### src/rtl/smc_pkg.sv
package smc_pkg;

  typedef enum logic [1:0] {
    ST_IDLE  = 2'd0,
    ST_SETUP = 2'd1,
    ST_DATA  = 2'd2
  } smc_state_e;

  // index of the final device-width piece of a transfer
  function automatic logic [1:0] last_piece(input logic wide, input logic [1:0] size);
    if (wide) return size[1] ? 2'd1 : 2'd0;
    return size[1] ? 2'd3 : (size[0] ? 2'd1 : 2'd0);
  endfunction

endpackage

### src/rtl/smc_decode.sv
module smc_decode #(
  parameter int          ADDR_W  = 32,
  parameter int          NUM_CS  = 4,
  parameter int          SUB_LSB = 26,
  parameter logic [3:0]  REGION  = 4'h6
) (
  input  logic [ADDR_W-1:SUB_LSB] addr_hi,
  output logic                    hit,
  output logic [NUM_CS-1:0]       sel
);
  localparam int SEL_W = $clog2(NUM_CS);

  assign hit = (addr_hi[ADDR_W-1 -: 4] == REGION);

  for (genvar k = 0; k < NUM_CS; k++) begin : g_sel
    assign sel[k] = hit && (addr_hi[SUB_LSB +: SEL_W] == SEL_W'(k));
  end
endmodule

### src/rtl/smc_beat.sv
module smc_beat #(
  parameter int MEM_AW = 26,
  parameter int MEM_DW = 16,
  parameter int DATA_W = 32
) (
  input  logic              wide,
  input  logic [1:0]        size,
  input  logic [MEM_AW-1:0] addr,
  input  logic [1:0]        beat,
  input  logic [DATA_W-1:0] wdata,
  output logic [MEM_AW-1:0] ext_addr,
  output logic [MEM_DW-1:0] ext_dout,
  output logic [1:0]        ext_bl_n
);
  localparam int LANE_W = MEM_DW / 2;
  localparam int SH_W   = $clog2(DATA_W);

  logic [MEM_AW-1:0] base, ba;
  logic [SH_W-1:0]   sh;
  logic [DATA_W-1:0] wsh;

  always_comb begin
    base = addr & ~((MEM_AW'(1) << size) - MEM_AW'(1));
    ba   = base + (MEM_AW'(beat) << wide);
    sh   = wide ? SH_W'({beat[0], 4'b0000}) : SH_W'({beat, 3'b000});
    wsh  = wdata >> sh;
    if (!wide) begin
      ext_addr = ba;
      ext_dout = {{LANE_W{1'b0}}, wsh[LANE_W-1:0]};
      ext_bl_n = 2'b10;
    end else if (size == 2'd0) begin
      ext_addr = {1'b0, ba[MEM_AW-1:1]};
      ext_dout = {wdata[LANE_W-1:0], wdata[LANE_W-1:0]};
      ext_bl_n = ba[0] ? 2'b01 : 2'b10;
    end else begin
      ext_addr = {1'b0, ba[MEM_AW-1:1]};
      ext_dout = wsh[MEM_DW-1:0];
      ext_bl_n = 2'b00;
    end
  end
endmodule

### src/rtl/smc_rdmerge.sv
module smc_rdmerge #(
  parameter int MEM_DW = 16,
  parameter int DATA_W = 32
) (
  input  logic              wide,
  input  logic [1:0]        size,
  input  logic              lane,
  input  logic [1:0]        beat,
  input  logic [MEM_DW-1:0] din,
  output logic [DATA_W-1:0] piece
);
  localparam int LANE_W = MEM_DW / 2;
  localparam int SH_W   = $clog2(DATA_W);

  logic [SH_W-1:0] sh;

  always_comb begin
    sh = wide ? SH_W'({beat[0], 4'b0000}) : SH_W'({beat, 3'b000});
    if (!wide)
      piece = DATA_W'(din[LANE_W-1:0]) << sh;
    else if (size == 2'd0)
      piece = DATA_W'(lane ? din[MEM_DW-1:LANE_W] : din[LANE_W-1:0]);
    else
      piece = DATA_W'(din) << sh;
  end
endmodule

### src/rtl/smc_bridge.sv
module smc_bridge
  import smc_pkg::*;
#(
  parameter int ADDR_W = 32,
  parameter int DATA_W = 32,
  parameter int MEM_AW = 26,
  parameter int MEM_DW = 16,
  parameter int NUM_CS = 4,
  parameter int CNT_W  = 4
) (
  input  logic              clk,
  input  logic              rst,
  input  logic              bus_valid,
  input  logic              bus_write,
  input  logic [1:0]        bus_size,
  input  logic [ADDR_W-1:0] bus_addr,
  input  logic [DATA_W-1:0] bus_wdata,
  output logic              bus_ready,
  output logic              bus_resp,
  output logic              bus_err,
  output logic [DATA_W-1:0] bus_rdata,
  input  logic              cfg_wide,
  input  logic [CNT_W-1:0]  cfg_setup,
  input  logic [CNT_W-1:0]  cfg_data,
  output logic [NUM_CS-1:0] mem_cs_n,
  output logic [MEM_AW-1:0] mem_addr,
  output logic [MEM_DW-1:0] mem_dout,
  output logic              mem_dq_oe,
  input  logic [MEM_DW-1:0] mem_din,
  output logic              mem_oe_n,
  output logic              mem_we_n,
  output logic [1:0]        mem_bl_n
);
  logic              dec_hit;
  logic [NUM_CS-1:0] dec_sel;

  smc_decode #(.ADDR_W(ADDR_W), .NUM_CS(NUM_CS), .SUB_LSB(MEM_AW), .REGION(4'h6)) u_dec (
    .addr_hi(bus_addr[ADDR_W-1:MEM_AW]), .hit(dec_hit), .sel(dec_sel)
  );

  // held request
  smc_state_e        st, st_n;
  logic [1:0]        beat, beat_n;
  logic [CNT_W-1:0]  cnt, cnt_n;
  logic [DATA_W-1:0] acc, acc_n;
  logic              r_wr, n_wr, r_wide, n_wide;
  logic [1:0]        r_size, n_size;
  logic [MEM_AW-1:0] r_addr, n_addr;
  logic [DATA_W-1:0] r_wdata, n_wdata;
  logic [NUM_CS-1:0] r_sel, n_sel;
  logic              fin, err_n;
  logic [CNT_W-1:0]  setup_eff, data_eff;
  logic [DATA_W-1:0] rd_piece;
  logic [MEM_AW-1:0] nb_addr;
  logic [MEM_DW-1:0] nb_dout;
  logic [1:0]        nb_bl_n;

  assign setup_eff = (cfg_setup == '0) ? CNT_W'(1) : cfg_setup;
  assign data_eff  = (cfg_data  == '0) ? CNT_W'(1) : cfg_data;

  smc_rdmerge #(.MEM_DW(MEM_DW), .DATA_W(DATA_W)) u_merge (
    .wide(r_wide), .size(r_size), .lane(r_addr[0]), .beat(beat),
    .din(mem_din), .piece(rd_piece)
  );

  always_comb begin
    st_n = st; beat_n = beat; cnt_n = cnt; acc_n = acc;
    n_wr = r_wr; n_wide = r_wide; n_size = r_size; n_addr = r_addr;
    n_wdata = r_wdata; n_sel = r_sel;
    fin = 1'b0; err_n = 1'b0;
    unique case (st)
      ST_IDLE: if (bus_valid) begin
        if (!dec_hit) begin
          fin = 1'b1; err_n = 1'b1;
        end else begin
          st_n = ST_SETUP; beat_n = '0; cnt_n = CNT_W'(1); acc_n = '0;
          n_wr = bus_write; n_wide = cfg_wide; n_addr = bus_addr[MEM_AW-1:0];
          n_size = bus_size[1] ? 2'd2 : bus_size;
          n_wdata = bus_wdata; n_sel = dec_sel;
        end
      end
      ST_SETUP: begin
        if (cnt >= setup_eff) begin st_n = ST_DATA; cnt_n = CNT_W'(1); end
        else cnt_n = cnt + CNT_W'(1);
      end
      ST_DATA: begin
        if (cnt >= data_eff) begin
          if (!r_wr) acc_n = acc | rd_piece;
          if (beat == last_piece(r_wide, r_size)) begin
            st_n = ST_IDLE; fin = 1'b1;
          end else begin
            st_n = ST_SETUP; beat_n = beat + 2'd1; cnt_n = CNT_W'(1);
          end
        end else cnt_n = cnt + CNT_W'(1);
      end
      default: st_n = ST_IDLE;
    endcase
  end

  smc_beat #(.MEM_AW(MEM_AW), .MEM_DW(MEM_DW), .DATA_W(DATA_W)) u_beat (
    .wide(n_wide), .size(n_size), .addr(n_addr), .beat(beat_n), .wdata(n_wdata),
    .ext_addr(nb_addr), .ext_dout(nb_dout), .ext_bl_n(nb_bl_n)
  );

  always_ff @(posedge clk) begin
    if (rst) begin
      st <= ST_IDLE; beat <= '0; cnt <= '0; acc <= '0;
      r_wr <= 1'b0; r_wide <= 1'b0; r_size <= '0; r_addr <= '0; r_wdata <= '0; r_sel <= '0;
      mem_cs_n <= '1; mem_addr <= '0; mem_dout <= '0; mem_dq_oe <= 1'b0;
      mem_oe_n <= 1'b1; mem_we_n <= 1'b1; mem_bl_n <= '1;
      bus_ready <= 1'b1; bus_resp <= 1'b0; bus_err <= 1'b0; bus_rdata <= '0;
    end else begin
      st <= st_n; beat <= beat_n; cnt <= cnt_n; acc <= acc_n;
      r_wr <= n_wr; r_wide <= n_wide; r_size <= n_size; r_addr <= n_addr;
      r_wdata <= n_wdata; r_sel <= n_sel;
      mem_cs_n  <= (st_n != ST_IDLE) ? ~n_sel : '1;
      mem_addr  <= (st_n != ST_IDLE) ? nb_addr : '0;
      mem_dout  <= (st_n != ST_IDLE && n_wr) ? nb_dout : '0;
      mem_bl_n  <= (st_n != ST_IDLE) ? nb_bl_n : '1;
      mem_oe_n  <= !(st_n == ST_DATA && !n_wr);
      mem_we_n  <= !(st_n == ST_DATA && n_wr);
      mem_dq_oe <= (st_n == ST_DATA && n_wr);
      bus_ready <= (st_n == ST_IDLE);
      bus_resp  <= fin;
      bus_err   <= err_n;
      if (fin) bus_rdata <= err_n ? '0 : acc_n;
    end
  end

  AST_CS_ONEHOT: assert property (@(posedge clk) disable iff (rst) $onehot0(~mem_cs_n));
  AST_STROBE_EXCL: assert property (@(posedge clk) disable iff (rst) !(!mem_oe_n && !mem_we_n));
  AST_STROBE_IN_CS: assert property (@(posedge clk) disable iff (rst)
    (!mem_oe_n || !mem_we_n) |-> (mem_cs_n != '1));
  AST_DQ_ONLY_WRITE: assert property (@(posedge clk) disable iff (rst) mem_dq_oe |-> !mem_we_n);
  AST_ADDR_HOLD: assert property (@(posedge clk) disable iff (rst)
    (!mem_we_n && $past(!mem_we_n)) |-> $stable(mem_addr));
  AST_READY_BUSY: assert property (@(posedge clk) disable iff (rst)
    (mem_cs_n != '1) |-> !bus_ready);
  AST_RESP_READY: assert property (@(posedge clk) disable iff (rst) bus_resp |-> bus_ready);
  AST_ERR_NO_CS: assert property (@(posedge clk) disable iff (rst)
    (bus_resp && bus_err) |-> (mem_cs_n == '1 && mem_oe_n && mem_we_n));
endmodule

### config.mk
export PLATFORM = sky130hd
export DESIGN_NAME = smc_bridge
export DESIGN_NICKNAME = d
export VERILOG_FILES = /design/src/rtl/smc_pkg.sv /design/src/rtl/smc_decode.sv /design/src/rtl/smc_beat.sv /design/src/rtl/smc_rdmerge.sv /design/src/rtl/smc_bridge.sv
export SDC_FILE = /design/constraint.sdc
export NUM_CORES = 1
export LEC_CHECK = 0
export BUFFER_PORTS_ARGS = -buffer_cell sky130_fd_sc_hd__buf_4
export CORE_ASPECT_RATIO = 0.9
export CORE_MARGIN = 2
export CORE_UTILIZATION = 55
export CTS_BUF_LIST = sky130_fd_sc_hd__clkbuf_2
export CTS_CLUSTER_DIAMETER = 60
export DETAILED_ROUTE_END_ITERATION = 10
export PLACE_DENSITY = 0.79
export SLEW_MARGIN = 20
export SYNTH_ARGS = -nofsm -noshare
export SYNTH_HDL_FRONTEND = slang
export SYNTH_SLANG_ARGS = --single-unit
### constraint.sdc
create_clock -name clk -period 5.3 [get_ports clk]
set_input_delay 1.06 -clock clk [delete_from_list [all_inputs] [get_ports clk]]
set_output_delay 1.06 -clock clk [all_outputs]
set_load 0.005 [all_outputs]
==> results.md, run 1 <==
* Status: completed
* Most frequent cell after synthesis: dfxtp_1
* Vias in the first global route at 7288
* Post-Synthesis Cell Area at 0.008951 mm2
* WS Path Type: reg2reg
* Final setup TNS at 0 ns
* Detailed Routing Iterations Pass 1 at 5
* Number of hold buffers added after CTS at 0
* Area grow syn2layout at 19.49%
* Final instance area at 0.01070 mm2
* Reg clk slew, reported paths at 0.25 ns
* Required @ worst endpoint at 5.99 ns
* Placeable Area at 0.01602 mm2
* CTS tree: built
* Clock sinks at 192
* Final HPWL DP at 16820 um
* GRT Util Overall at 0.2663
* Worst IR Drop VDD at 0.1749 mV
* Final worst-path cycle share at 0.8530
* # DRC at 0
* CP Launch Type: flip-flop
* Number of max-cap violations at 0
* Resized Gates After CTS at 0
* Synth top area share at 0.4294
* Final Hold Fails at 0
* EDFF count, synth at 0
* Worst EP arrival at 5.21 ns
* Synth area leaders: dfxtp_1, mux2i_1, nor2_1, nand2_1, a22o_1
* Row count at 44
* Die Ht at 125.0 um
* Async SR Flop Fraction at 0
* Clock Path Buffers at 2
* Post-Syn Nets at 1125
* Max-slew violation count at 0
* Shortest period the worst path allows at 4.521 ns
* Avg Cell Area, Syn at 8.836 um2
* Synth cell count leaders: dfxtp_1, nor2_1, nand2_1
* Clock root cell: clkbuf_2
* Final ANT Viol Nets at 0
* Count of final setup violators at 0
* Leak pwr at 0.004478 uW
* Layout cells sized above 1 at 0.2129
* Ys flop type: dfxtp_1
* Largest net degree at the start of global routing at 84
* Post-DR wirelength/cell at 17.24 um
* Measured slew at the worst slew-check pin at 0.9076 ns
* Initial Util at 0.5587
* CP Capture Type: flip-flop
* Num ports at 181
* Skew-Pair Late Insertion Delay at 0.77 ns
* Yosys cell types at 70
* Setup Skew at 0.03693 ns
* Area post-placement at 0.01041 mm2
* Drt total wl at 23930 um
* Vias at 8081
* Synth area leader: dfxtp_1
* Post-CTS setup buffer count at 0
* Die area at 0.01731 mm2
* Remaining Overflow, GRT at 0
* Yosys reg bits at 192
* Cells after synthesis at 1013
* Sequential share of the synthesized area at 0.4294
* Initial DRC Count at 798
* Port-buffer cells at 180
* First-pass GRT wire length at 37480 um
* Fmax at 0.2212 GHz
* CTS H-tree lvls at 4
* RePlAce Congestion at 0.8945
* CP max FO at 18
* Pwr/cell area at 230.7 mW/mm2
* Initial antenna violation count at 1
* Num CTS Buffers at 17
* Detailed-route vias per instance at 5.822
* Fin nets at 1278
* RSZ-0062 raised after global routing: false
* Synth Warn # at 0
* Rel. slew slack at 0.3950
* Hold Crit Class: reg2reg
* Die Width at 138.5 um
## flip-flops by register name (all words and copies together) (netlist names), 4 cells and up
| register | cells |
|---|---|
| r_wdata | 32 |
| acc | 32 |
| r_sel | 4 |
| r_addr | 26 |
| mem_cs_n | 4 |
| mem_dout | 16 |
| mem_addr | 26 |
| cnt | 4 |
| bus_rdata | 32 |
## logic make-up (layout without fill, tap and decap cells)
family	after synthesis	in the layout	synth area share
compound gates	243	243	0.1968
xor+xnor	31	31	0.03033
fa+ha+maj	17	17	0.02460
buf+inv	92	258	0.04557
flops	192	192	0.4294
mux	86	86	0.09631
other cells	0	2	0
simple gates	352	352	0.1770
## report_power, final
group          internal (uW)  total, uW  switching, uW
Clock                    318        812            494
Sequential              1460       1460           5.31
Combinational           85.9        194            108
Total                   1860       2470            607
## path summary, 6_finish.rpt
| check | from | to | slack [ns] | cells after the start |
|---|---|---|---|---|
| worst min-delay path | r_addr[2] | r_addr[2] | 0.48 | 2 |
| worst max register to register | st[1] | mem_addr[11] | 0.78 | 17 |
| worst max-delay path | st[1] | mem_addr[11] | 0.78 | 17 |
| worst min register to register | r_addr[2] | r_addr[2] | 0.48 | 2 |
## final cells by class
cell class	count	area, um2
Clock buffer	19	95.09
Timing Repair Buffer	197	1479
Tap cell	207	259.0
Inverter	29	111.4
Multi-Input combinational cell	729	4718
Fill cell	1357	5325
Clock inverter	13	183.9
Sequential cell	192	3844
Antenna cell	2	5.005
## critical path, cell delays in order (launching register included)
cell and delay (ns):
dfxtp_1 0.45, inv_1 0.10, ha_1 0.27, and2_1 0.39, a21oi_1 0.59, nand2_1 0.15
a31o_1 0.28, inv_4 0.18, ha_1 0.20, inv_1 0.05, fa_1 0.39, inv_1 0.07
a21o_1 0.21, o221ai_1 0.31, or3_1 0.40, nand3_1 0.08, o21ai_0 0.13, o22ai_1 0.20
## metal layers
metal | vias to the layer above | track usage | share of wire | routed length (um)
li1 | 3914 | - | - | -
met1 | 3801 | 0.3665 | 0.45 | 10700
met2 | 331 | 0.4173 | 0.46 | 10920
met3 | 35 | 0.06128 | 0.077 | 1844
met4 | 0 | 0.08523 | 0.020 | 472
met5 | - | 0 | 0 | 0
## through the flow
step	setup WS (ns)	hold WS (ns)	total power, uW	util	std cells
2_1_floorplan	0.4266	0.4368	1579	-	1013
3_3_place_gp	0.3466	0.4446	1676	0.6498	1354
3_5_place_dp	0.2447	0.4500	1679	0.6498	1354
4_1_cts	0.9063	0.4417	2479	0.6672	1386
5_1_grt	0.5054	0.4397	2555	0.6676	1388
6_report	0.7793	0.4764	2468	0.6676	1388
## layout by cell type (no fill, tap or decap), types with 6 or more instances in the layout
cell / netlist / layout
a22oi_1: 35 / 35
nor2b_1: 8 / 8
nand4_1: 9 / 9
o211ai_1: 9 / 9
and3_1: 11 / 11
dfxtp_1: 192 / 192
xor2_1: 20 / 20
a21oi_1: 52 / 51
a21o_1: 6 / 6
a2bb2oi_1: 8 / 8
nor2_1: 154 / 152
a211oi_1: 24 / 24
o21ai_0: 20 / 20
nor3_1: 11 / 11
xnor2_1: 11 / 11
nand3_1: 21 / 21
ha_1: 16 / 16
inv_1: 28 / 28
buf_4: 0 / 197
nand3b_1: 6 / 6
nand2b_1: 7 / 7
nand2_1: 96 / 96
a22o_1: 40 / 40
o22ai_1: 10 / 10
clkbuf_2: 0 / 19
mux2i_1: 85 / 84
No activity file was read; power rests on OpenSTA's default activity.
==> run 2: changes to the inputs <==
CORE_ASPECT_RATIO = 1.4   (was 0.9)
==> results.md, run 2 (same netlist as run 1, synthesis figures left out) <==
* Worst EP arrival at 4.93 ns (-0.28 ns)
* CTS H-tree lvls at 4 (unchanged)
* Post-CTS setup buffer count at 0 (unchanged)
* Fin nets at 1280 (+0.16%)
* Resized Gates After CTS at 0 (unchanged)
* Drt total wl at 23820 um (-0.50%)
* Dpl cells at 1348 (-0.44%)
* RePlAce Congestion at 0.9031 (+0.96%)
* Rel. slew slack at 0.2680 (-0.1270)
* Die Width at 111.8 um (-19%)
* Detailed-route vias per instance at 5.779 (-0.74%)
* CP max stage cell: a2111o_1
* Number of hold buffers added after CTS at 0 (unchanged)
* Reg clk slew, reported paths at 0.26 ns (about the same)
* Cell Chain, Critical Path: buf_4, inv_1, a31o_2, ha_1, nand2b_4, a2111o_1, and3_1, o32ai_2, a311o_1, inv_1, fa_1, inv_1, a21o_1, o221ai_1, or3_1, nand3_1, o21ai_0, o22ai_1
* Worst R2R Start: st[1]
* Status: completed
* CP Capture Type: flip-flop
* Most Frequent Cell on Critical Path: inv_1
* Number of max-cap violations at 0 (unchanged)
* R2r setup slk at 1.12 ns (+0.34 ns)
* Top flop regs: acc: 32 flops, bus_rdata: 32 flops, r_wdata: 32 flops
* Shortest period the worst path allows at 4.208 ns (-0.3130 ns)
* First-pass GRT wire length at 37780 um (+0.79%)
* Placeable Area at 0.01603 mm2 (about the same)
* Initial DRC Count at 644 (-19%)
* Largest net degree at the start of global routing at 86 (+2.4%)
* CP Launch Type: input port
* Final ANT Viol Nets at 0 (unchanged)
* Area grow syn2layout at 19.02%
* Count of final setup violators at 0 (unchanged)
* Port-buffer cells at 180 (unchanged)
* Clock sinks at 192 (unchanged)
* CP max FO at 7 (-11)
* WS Path Type: in2reg
* Final HPWL DP at 17050 um (+1.3%)
* CTS tree: built
* Post-Layout Cell Count at 1381 (-0.50%)
* Detailed Routing Iterations Pass 1 at 5 (unchanged)
* GRT Util Overall at 0.2699 (+0.003599)
* Num ports at 181 (unchanged)
* Most common library cell in the layout ignoring fill and taps: buf_4
* Remaining Overflow, GRT at 0 (unchanged)
* Hold Path Origin: r_addr[2]
* Max-slew violation count at 0 (unchanged)
* Die area at 0.01733 mm2 (about the same)
* Hold Crit Class: reg2reg
* Worst IR Drop VDD at 0.1590 mV (-9.1%)
* Measured slew at the worst slew-check pin at 1.098 ns (+0.1905 ns)
* Initial antenna violation count at 1 (unchanged)
* Leak pwr at 0.004445 uW (-0.74%)
* Vias in the first global route at 7585 (+4.1%)
* Num CTS Buffers at 17 (unchanged)
* Post-DR wirelength/cell at 17.24 um (about the same)
* Final worst-path cycle share at 0.7939 (-0.05906)
* Clock Path Buffers at 2 (unchanged)
* Layout cells sized above 1 at 0.2151 (+0.002180)
* RSZ-0062 raised after global routing: false
* Die Ht at 154.9 um (+24%)
* Required @ worst endpoint at 6.02 ns (+0.03 ns)
* Skew-Pair Late Insertion Delay at 0.79 ns (+0.02 ns)
* Row count at 55 (+25%)
* Most frequent cells in the layout: buf_4, dfxtp_1, nor2_1
* Clock root cell: clkbuf_2
* Initial Util at 0.5583 (about the same)
* Setup Skew at 0.02831 ns (-0.008618 ns)
* Final Hold Fails at 0 (unchanged)
* Setup crit start: cfg_data[2]
* Worst path max stage delay at 0.50 ns (-0.09 ns)
* Final setup TNS at 0 ns (unchanged)
* Fmax at 0.2377 GHz (+7.4%)
* Pwr/cell area at 220.6 mW/mm2 (-4.4%)
* Vias at 7981 (-1.2%)
* # DRC at 0 (unchanged)
==> run 2: worst paths after layout <==
path                   to  cells after the start
max          mem_addr[13]                     18
min             r_addr[2]                      2
min reg2reg     r_addr[2]                      2
max reg2reg  mem_addr[13]                     17
==> run 2: cell type report <==
cell class                      count  area [um2]
Fill cell                        1334        5380
Sequential cell                   192        3844
Antenna cell                        1       2.502
Tap cell                          199       249.0
Clock inverter                     15       135.1
Inverter                           29       111.4
Multi-Input combinational cell    729        4721
Clock buffer                       17       85.08
Timing Repair Buffer              199        1506
==> run 2: stage by stage <==
| stage | cell area, um2 | setup WS [ns] | hold WS [ns] | util | total power, uW |
|---|---|---|---|---|---|
| floorplan | 8951 | 0.4266 | 0.4368 | - | 1579 |
| detailed placement | 10430 | 0.3408 | 0.4555 | 0.6506 | 1680 |
| finish | 10650 | 1.092 | 0.4825 | 0.6645 | 2350 |
| CTS | 10650 | 1.154 | 0.4643 | 0.6643 | 2365 |
| global placement | 10430 | 0.4051 | 0.4454 | 0.6506 | 1679 |
| global route | 10650 | 0.7576 | 0.4387 | 0.6645 | 2446 |
==> run 2: critical path, delay by kind of cell <==
family / cells / cell delay (ns)
compound gates: 8 / 2.02
simple gates: 4 / 0.83
fa+ha+maj: 2 / 0.74
buf+inv: 4 / 0.29
==> run 2: where the power goes <==
group	internal (uW)	leakage [uW]	switching, uW	total [uW]
Clock	175	0.000124	517	692
Sequential	1460	0.00155	5.26	1460
Combinational	87.3	0.00277	107	194
Total	1720	0.00444	630	2350
==> run 2: metal layers <==
metal  vias to the layer above  part of all wire  GRT usage
met5                         -                 0          0
met4                         0             0.036     0.1299
met3                        58             0.061    0.05493
met2                       295              0.50     0.4710
met1                      3721              0.40     0.3160
li1                       3907                 -          -
==> run 3: changes to the inputs <==
ABC_AREA = 1   (was not set)
clock period = 3.9 ns   (was 5.3 ns; I/O delays follow)
==> results.md, run 3 <==
* R2R depth at 20 (+3)
* Synth cell count leaders: nand2_1, dfxtp_1, nor2_1
* Int Power at 2357 uW (+37%)
* Pwr/cell area at 302.2 mW/mm2 (+37%)
* Shortest period the worst path allows at 3.510 ns
* Net switching power at 1006 uW (+60%)
* Detailed-route vias per instance at 5.224 (-9.6%)
* # DRC at 0 (unchanged)
* Count of final setup violators at 0 (unchanged)
* Ys flop type: dfxtp_1
* Setup Slack @ Placement at -0.07983 ns (-0.4206 ns)
* Worst path bufs/invs at 4 (unchanged)
* Die Ht at 157.5 um (+1.6%)
* GRT Util Overall at 0.2851 (+0.01518)
* Final worst-path cycle share at 0.9001
* CP Launch Type: flip-flop
* Post-Synthesis Cell Area at 0.009254 mm2 (+3.4%)
* Sw frac at 0.2991 (+0.03116)
* Initial Util at 0.5573 (-0.0009886)
* Footprint of the multi-input gates at 0.004559 mm2 (-3.4%)
* Num ports at 181 (unchanged)
* Post-DR wirelength/cell at 14.95 um (-13%)
* Port-buffer cells at 180 (unchanged)
* Clock Path Buffers at 2 (unchanged)
* Detailed Routing Iterations Pass 1 at 5 (unchanged)
* Setup Skew at 0.03844 ns (+0.01012 ns)
* Synth area leader: dfxtp_1
* Final Hold Fails at 0 (unchanged)
* Cell Chain, Critical Path: inv_1, ha_2, nand2_2, clkinv_2, nand3_4, or2_0, o21ai_2, inv_2, a21oi_4, ha_1, inv_1, fa_1, o21ai_1, nand3_1, nor2_2, nand3_1, nor2_2, xor2_1, nand2_1, o21ai_1
* RSZ-0062 raised after global routing: false
* Final ANT Viol Nets at 0 (unchanged)
* Synth area leaders: dfxtp_1, nand2_1, nor2_1, nand3_1, inv_1
* Area grow syn2layout at 20.21%
* Final HPWL DP at 19360 um (+14%)
* Crit path to: mem_addr[14]
* Leak pwr at 0.005539 uW (+25%)
* Cells after synthesis at 1308 (+29%)
* First-pass GRT wire length at 40430 um (+7.0%)
* Total Power at 3362 uW (+43%)
* Stages on the worst setup path at 20 (+2)
* Required @ worst endpoint at 4.66 ns (-1.36 ns)
* Max-slew violation count at 0 (unchanged)
* R2r setup slk at 0.39 ns (-0.73 ns)
* Synth top area share at 0.4154 (-0.01405)
* Vias in the first global route at 8257 (+8.9%)
* Clock network power share at 0.311 (+0.016)
* Num CTS Buffers at 17 (unchanged)
* Most common library cell in the layout ignoring fill and taps: nand2_1
* Most frequent cells in the layout: nand2_1, buf_4, dfxtp_1
* Register Area at 0.003846 mm2 (about the same)
* Post-Layout Cell Count at 1709 (+24%)
* Worst r2r dst: mem_addr[14]
* Most frequent cell after synthesis: nand2_1
* EDFF count, synth at 0 (unchanged)
* Skew-Pair Late Insertion Delay at 0.83 ns (+0.04 ns)
* Worst path max stage delay at 0.41 ns (-0.09 ns)
* Initial antenna violation count at 1 (unchanged)
* RePlAce Congestion at 0.9416 (+4.3%)
* Yosys reg bits at 192 (unchanged)
* Drt total wl at 25560 um (+7.3%)
* Measured slew at the worst slew-check pin at 0.9122 ns (-0.1858 ns)
* Seq pwr share at 0.594 (-0.029)
* Status: completed
* Layout cells sized above 1 at 0.2100 (-0.005105)
* Initial DRC Count at 495 (-23%)
* Clock sinks at 192 (unchanged)
* CP max FO at 8 (+1)
* CTS tree: built
* Worst EP arrival at 4.27 ns (-0.66 ns)
* CP Capture Type: flip-flop
* Clock root cell: clkbuf_2
* Largest net degree at the start of global routing at 62 (-28%)
* Die Width at 113.6 um (+1.6%)
* Avg Cell Area, Syn at 7.075 um2 (-20%)
* Async SR Flop Fraction at 0 (unchanged)
* Reg clk slew, reported paths at 0.31 ns (+0.05 ns)
* Remaining Overflow, GRT at 0 (unchanged)
* Setup WS post-layout at 0.3896 ns (-0.7027 ns)
* Die area at 0.01789 mm2 (+3.3%)
* Vias at 8928 (+12%)
* Filler cells at 1535 (+15%)
* WS Path Type: reg2reg
* Post-Syn Nets at 1420 (+26%)
* Top Family by Delay on Critical Path: simple AND/OR/NAND/NOR gates
* Number of max-cap violations at 0 (unchanged)
* Yosys cell types at 42 (-40%)
* Placeable Area at 0.01661 mm2 (+3.6%)
* Hold Crit Class: in2reg
* CTS H-tree lvls at 4 (unchanged)
* CP max stage cell: dfxtp_2
* Rel. slew slack at 0.3896 (+0.1216)
* Fin nets at 1604 (+25%)
* Number of hold buffers added after CTS at 0 (unchanged)
* Setup crit start: st[0]
* Dpl cells at 1673 (+24%)
* Fmax at 0.2849 GHz
* Combinational fraction of design power at 0.095 (+0.012)
* Top flop regs: acc: 32 flops, bus_rdata: 32 flops, r_wdata: 32 flops
* Worst R2R Start: st[0]
* Synth Warn # at 0 (unchanged)
* Row count at 56 (+1.8%)
* Sequential share of the synthesized area at 0.4154 (-0.01405)
* Worst IR Drop VDD at 0.2746 mV (+73%)
-- run 3: cell count changes in the layout (fill, tap and decap cells not counted), sizes merged, moves of 15 or more --
cell    before  now
nor2       154  171
nand2       96  368
inv         34  152
buf        199  219
a22o        40    0
o21ai       22   72
a211oi      25    3
nand3       21  107
or2          5   22
a32o         1   16
nand4        9   26
a22oi       35    8
mux2i       85   21
-- run 3: layout make-up --
cell class	instances	area share
timing repair buffer	219	0.1478
multi-input combinational	917	0.4099
clock inverter	15	0.01687
antenna	1	0.0002249
inverter	145	0.04904
sequential	192	0.3457
tap	203	0.02283
clock buffer	17	0.007648
-- run 3: logic make-up after synthesis --
logic type / Yosys count / share of synthesized area
compound gates: 165 / 0.1079
simple gates: 698 / 0.3229
mux: 21 / 0.02271
fa+ha+maj: 17 / 0.02380
flops: 192 / 0.4154
xor+xnor: 16 / 0.01514
buf+inv: 199 / 0.09221
-- run 3: tightest hold or removal path, cell delays in order --
cell,delay [ns]
buf_4,0.07
mux2i_1,0.08
nor2_1,0.09
-- run 3: per-layer routing --
layer / routed length (um) / track usage
met1: 10310 / 0.3378
met2: 12930 / 0.5061
met5: 0 / 0
met3: 1417 / 0.05160
met4: 895 / 0.1179
-- run 3: stage by stage --
stage	cell area, um2	util	TNS, ns	hold slack, ns
3_5_place_dp	10820	0.6517	-0.4101	0.4614
6_report	11120	0.6699	0	0.2157
2_1_floorplan	9254	-	0	0.4475
3_3_place_gp	10820	0.6517	0	0.4580
4_1_cts	11090	0.6681	0	0.1584
5_1_grt	11120	0.6699	0	0.1792
-- run 3: power groups by stage --
stage | clock network (uW) | logic [uW] | registers (uW)
after floorplan | 0 | 173 | 2030
after global placement | 0 | 312 | 2030
after detailed placement | 0 | 315 | 2030
after CTS | 1080 | 316 | 2000
after global routing | 1140 | 351 | 2000
final | 1050 | 319 | 2000
-- run 3: worst min path at each step --
| stage | from | endpoint | cells past startpoint |
|---|---|---|---|
| finish | bus_wdata[20] | r_wdata[20] | 3 |
| global route | bus_wdata[16] | r_wdata[16] | 3 |
| CTS | mem_din[4] | acc[20] | 3 |
| detailed placement | acc[22] | acc[22] | 2 |
| global placement | acc[22] | acc[22] | 2 |
| floorplan | acc[11] | acc[11] | 2 |
-- run 3: what timing repair did --
action	CTS	global route
resized for setup	0	3
setup buffers	0	3
endpoints found under the setup margin	0	8
